[config.mk]
export PLATFORM = sky130hd
export DESIGN_NAME = fault_tally
export DESIGN_NICKNAME = d
export VERILOG_FILES = /design/src/rtl/fault_tally.sv
export SDC_FILE = /design/constraint.sdc
export NUM_CORES = 1
export LEC_CHECK = 0
export ABC_AREA = 1
export CORE_AREA = 8 8 45 47
export CTS_CLUSTER_SIZE = 14
export DETAILED_ROUTE_END_ITERATION = 6
export DIE_AREA = 0 0 53 55
export DONT_BUFFER_PORTS = 1
export SLEW_MARGIN = 20
export SYNTH_ARGS = -nofsm -noshare
export SYNTH_HDL_FRONTEND = slang
export SYNTH_SLANG_ARGS = --single-unit
[constraint.sdc]
create_clock -name clk -period 1.7 [get_ports clk]
set_input_delay 0.34 -clock clk [delete_from_list [all_inputs] [get_ports clk]]
set_output_delay 0.34 -clock clk [all_outputs]
set_load 0.1 [all_outputs]
[src/rtl/fault_tally.sv]
module fault_tally #(
  parameter int CW = 4
) (
  input  logic          clk,
  input  logic          rst_n,
  input  logic          clr,
  input  logic          strobe,
  input  logic [1:0]    uv_flag,
  input  logic [1:0]    oc_flag,
  output logic          shutdown,
  output logic [CW-1:0] uv_count,
  output logic [CW-1:0] oc_count
);

  localparam logic [CW-1:0] TOP = {CW{1'b1}};

  logic [CW:0]   uv_sum, oc_sum;
  logic [CW-1:0] uv_nx, oc_nx;
  logic          live;

  assign live   = strobe && !shutdown;
  assign uv_sum = {1'b0, uv_count} + (CW+1)'(uv_flag[0]) + (CW+1)'(uv_flag[1]);
  assign oc_sum = {1'b0, oc_count} + (CW+1)'(oc_flag[0]) + (CW+1)'(oc_flag[1]);
  assign uv_nx  = uv_sum[CW] ? TOP : uv_sum[CW-1:0];
  assign oc_nx  = (oc_flag == 2'b00) ? '0 : (oc_sum[CW] ? TOP : oc_sum[CW-1:0]);

  always_ff @(posedge clk or negedge rst_n) begin
    if (!rst_n) begin
      uv_count <= '0;
      oc_count <= '0;
      shutdown <= 1'b0;
    end else if (clr) begin
      uv_count <= '0;
      oc_count <= '0;
      shutdown <= 1'b0;
    end else if (live) begin
      uv_count <= uv_nx;
      oc_count <= oc_nx;
      shutdown <= (uv_nx == TOP) || (oc_nx == TOP);
    end
  end

  a_r1_clear: assert property (@(posedge clk) disable iff (!rst_n)
    clr |=> (uv_count == '0) && (oc_count == '0) && !shutdown);

  a_r10_idle_hold: assert property (@(posedge clk) disable iff (!rst_n)
    (!strobe && !clr) |=> $stable(uv_count) && $stable(oc_count) && $stable(shutdown));

  a_r7_no_wrap: assert property (@(posedge clk) disable iff (!rst_n)
    !clr |=> uv_count >= $past(uv_count));

  a_r6_oc_clean: assert property (@(posedge clk) disable iff (!rst_n)
    (strobe && !clr && !shutdown && oc_flag == 2'b00) |=> oc_count == '0);

  a_r8_trip: assert property (@(posedge clk) disable iff (!rst_n)
    (uv_count == TOP || oc_count == TOP) |-> shutdown);

  a_r9_frozen: assert property (@(posedge clk) disable iff (!rst_n)
    (shutdown && !clr) |=> shutdown && $stable(uv_count) && $stable(oc_count));

endmodule

Word level (Yosys, flattened, before mapping)
Index checks and enable logic that the tools add are counted.

Flip-flop bits (word level): 9. Output and inout bits: 9.

Add/sub/neg operators: 4. Eq/ne operators: 2. Multiplexer cells: 9. Reductions and logical operators: 5.

Operators with widths (number): 2-to-1 mux 4 bit (7); adder 4 x 1 -> 5 bit (2); adder 5 x 1 -> 5 bit (2); == test 4 bit (second input constant) (2); logical NOT 2 bit (1); 2-to-1 mux 1 bit (2); nonzero test 2 bit (1); logical AND 1 bit (1); logical NOT 1 bit (1); logical OR 1 bit (1).

Logic depth before layout (Yosys ltp)
Word-level depth: 8. Mapped depth: 10.

Least setup slack after synthesis
No wires, ideal clock.

Path kind: register -> register. Start: register uv_count[0]. End: register shutdown. Data arrival time: 2.216 ns. Required time: 1.630 ns. Slack: -0.586 ns. Cell stages (with the launch flop): 10. Clock period less this slack: 2.286 ns. Cell sequence: dfrtp_1 inv_1 fa_1 inv_1 ha_1 nand3_2 nand3_1 nand2_1 nand3b_1 nand3_1.

Cells in the longest elaborated chain, start to end: 7.

Ends and longest elaborated chain: from (decl) (RTL line 11) `output logic [CW-1:0] uv_count,`; from (signal assigned) (RTL line 37) `uv_count <= uv_nx;`; adder 4 x 1 -> 5 bit (RTL line 22) `assign uv_sum = {1'b0, uv_count} + (CW+1)'(uv_flag[0]) + (CW+1)'(uv_flag[1]);`; adder 5 x 1 -> 5 bit (RTL line 22); 2-to-1 mux 4 bit (RTL line 24) `assign uv_nx = uv_sum[CW] ? TOP : uv_sum[CW-1:0];`; == test 4 bit (RTL line 39) `shutdown <= (uv_nx == TOP) || (oc_nx == TOP);`; logical OR 1 bit (RTL line 39); 2-to-1 mux 1 bit (RTL line 36) `end else if (live) begin`; 2-to-1 mux 1 bit (RTL line 32) `end else if (clr) begin`; to (signal assigned) (RTL line 39); to (decl) (RTL line 10) `output logic shutdown,`.

No other way between the ends. The select of a mux whose other input is x is not followed. A chain may end at the register's enable or synchronous reset.

Worst setup path after layout
Same ends and word-level chain as after synthesis.

==> metrics.yaml <==
port_buffers: 0
vias_per_cell: 5.09
drc: 0
crit_required_ns: 1.90
grt_max_degree: 10
core_um2: 1380
hold_start: "clr"
total_power_mw: 0.584
endpoint_kind: "flip-flop"
tightestPinTransition_ns: 0.424
grt-busiest-layer: "met2"
numCtsBuffers: 3
slowest_stage: "dfrtp_4"
max_slew_margin_pct: 71.7
cap_violations: 0
synth_edf_count: 0
drive_above_1_share_pct: 31.6
die_x_um: 53
wl_um: 1360
routabilityCongestion: 0.747
final_antenna_net_count: 0
post-route-period-util_pct: 90.7
multi_input_area_um2: 367
track_usage_pct: 10.7
synth_most_common_cell: "nand2_1"
grt_pass1_wl_um: 2340
regToRegStartpoint: "uv_count[0]"
synth_top_area_share_pct: 36.8
synth_cell_types: 16
seqCellArea_um2: 235
cts_tree: "yes"
finalClockSkew_ns: 0.00524
clkTransAtPathRegs_ns: 0.06
synth_nets: 93
n_antenna_cell: 0
grt_use_met2_pct: 18.2
layout_setup_ws_ns: 0.159
fp.dieArea_um2: 2920
preCtsSetupSlack_ns: 0.145
ys_seq_area_share_pct: 36.8
nNetsFinal: 108
synth_area_um2: 612
cp_max_fo: 5
dr.pass1.iters: 4
fillers: 138
setup_viol: 0
ys.warnings.count: 0
post-synth-top-area-cell: "dfrtp_1"
clk_latency_ns: 0.26
timing.hold.ws_ns: 0.242
maxSlewViolCount: 0
crit_chain: "inv_2 -> fa_2 -> inv_2 -> ha_4 -> nand3_4 -> o21ai_1 -> nand2_1 -> nand3b_1 -> nand3_1"
rsz0062_at_grt: "false"
initial_core_util_pct: 44.2
crit_type: "flip-flop to flip-flop"
min_path_type: "input pin to flip-flop"
synth_flop_cell: "dfrtp_1"
std_cell_rows: 14
area_growth_pct: 29.7
syn_avg_cell_area_um2: 7.55
syn_inst: 81
p_leak_nw: 0.389
timing_hold_violations_final: 0
cts_root_buffer: "clkbuf_4"
synthArstFlopShare_pct: 100
status: "finished, final reports clean"
slowest_delay_ns: 0.41
grt_use_met3_pct: 3.48
postCtsSetupBuffers: 0
clk_path_buf_depth: 2
drt_first_iter_violations: 5
grt_pass1_vias: 575
worst_path_most_repeated_cell: "inv_2"
antenna_found_initial: 0
cellPowerDensity_nw_per_um2: 736
critPathLaunch: "uv_count[0]"
period_needed_ns: 1.54
gr-total-overflow: 0
gr-usage-met1_pct: 11.8
clock_sinks: 9
vdd_drop_max_uv: 432
cp_data_arrival_time_ns: 1.74
critPathLaunchType: "flip-flop"
io_pins: 17
synth.area.top_cells: "dfrtp_1, nand3_1, nand2_1"
ys_ff_latch: 9
fmax_mhz: 649
drt-wirelength-per-cell_um: 12.2
via_count: 565
htree_levels: 1
place_hpwl_um: 1140
synth_commonest_cells: "nand2_1, inv_1, nand3_1, dfrtp_1, o21ai_0"
die_h_um: 55
## timing repair
item	in CTS	in global routing
hold buffers	1	0
hold endpoints to repair	9	0
gates resized for setup	0	0
setup endpoints to repair	0	0
## critical path, delay by kind of cell (launching register included)
kind,cells,cell delay [ns]
AOI/OAI and AO/OA,1,0.09
DFF,1,0.41
and+or+nand+nor,4,0.37
adders and majority gates,2,0.48
buffers and inverters,2,0.13
## per-stage QoR
stage               setup TNS (ns)  std cells  util, %  cell area, µm²
floorplan                  -0.0632         81        -             669
global placement                 0        106     54.7             757
detailed placement               0        106     54.7             757
CTS                              0        111     57.3             793
global route                     0        111     57.3             793
finish                           0        111     57.3             793
## area by class of cell
class | count | area share (%)
Inverter | 18 | 8.52
Tap cell | 16 | 2.52
Clock buffer | 4 | 3.31
Sequential cell | 9 | 29.7
Timing Repair Buffer | 10 | 9.78
Multi-Input combinational cell | 54 | 46.2
## cells by family after synthesis
family,Yosys count,synth area share (%)
compound gates,7,5.72
fa+ha+maj,4,10.6
flops,9,36.8
simple gates,43,35.8
buf+inv,18,11.0
## report_power, final
group	internal [mW]	leakage, nW	total [mW]	switching, mW
clock network	0.0905	0.0150	0.167	0.0761
registers	0.227	0.117	0.238	0.0115
logic	0.0485	0.257	0.179	0.131
## worst paths after layout
path / end / slack, ns / cells after the start
min in group asynchronous: uv_count[3] / 0.45 / 1
max in group asynchronous: oc_count[0] / 0.92 / 1
worst min register to register: oc_count[1] / 0.61 / 2
worst max-delay path: shutdown / 0.16 / 9
worst min-delay path: uv_count[1] / 0.24 / 3
worst max register to register: shutdown / 0.16 / 9
## cell usage in the layout (no fill, tap or decap)
cell | Yosys | layout
nand3b_1 | 1 | 1
nand3_1 | 15 | 13
o21ai_1 | 1 | 1
nand3_4 | 0 | 1
nand4_1 | 2 | 2
inv_2 | 1 | 5
dfrtp_2 | 0 | 2
dfrtp_1 | 9 | 5
a21oi_1 | 1 | 1
dfrtp_4 | 0 | 2
dlygate4sd3_1 | 0 | 1
clkbuf_4 | 0 | 3
fa_2 | 0 | 2
ha_4 | 0 | 2
nor2_1 | 4 | 4
buf_4 | 0 | 9
nand2_1 | 18 | 18
nand3_2 | 1 | 2
clkbuf_1 | 0 | 1
o21ai_0 | 5 | 5
inv_1 | 17 | 13
nor2_8 | 1 | 1
nand2_4 | 1 | 1
## flip-flops by register name, indices dropped and copies added, names as in the netlist
| signal | flops |
|---|---|
| oc_count | 4 |
| uv_count | 4 |
| shutdown | 1 |
## routing by layer
| layer | vias to the layer above | part of all wire (%) |
|---|---|---|
| met2 | 10 | 51 |
| met1 | 266 | 41 |
| li1 | 287 | - |
| met3 | 2 | 6.9 |
| met4 | 0 | 0.88 |
| met5 | - | 0 |
Power figures use the tool's default switching activity.
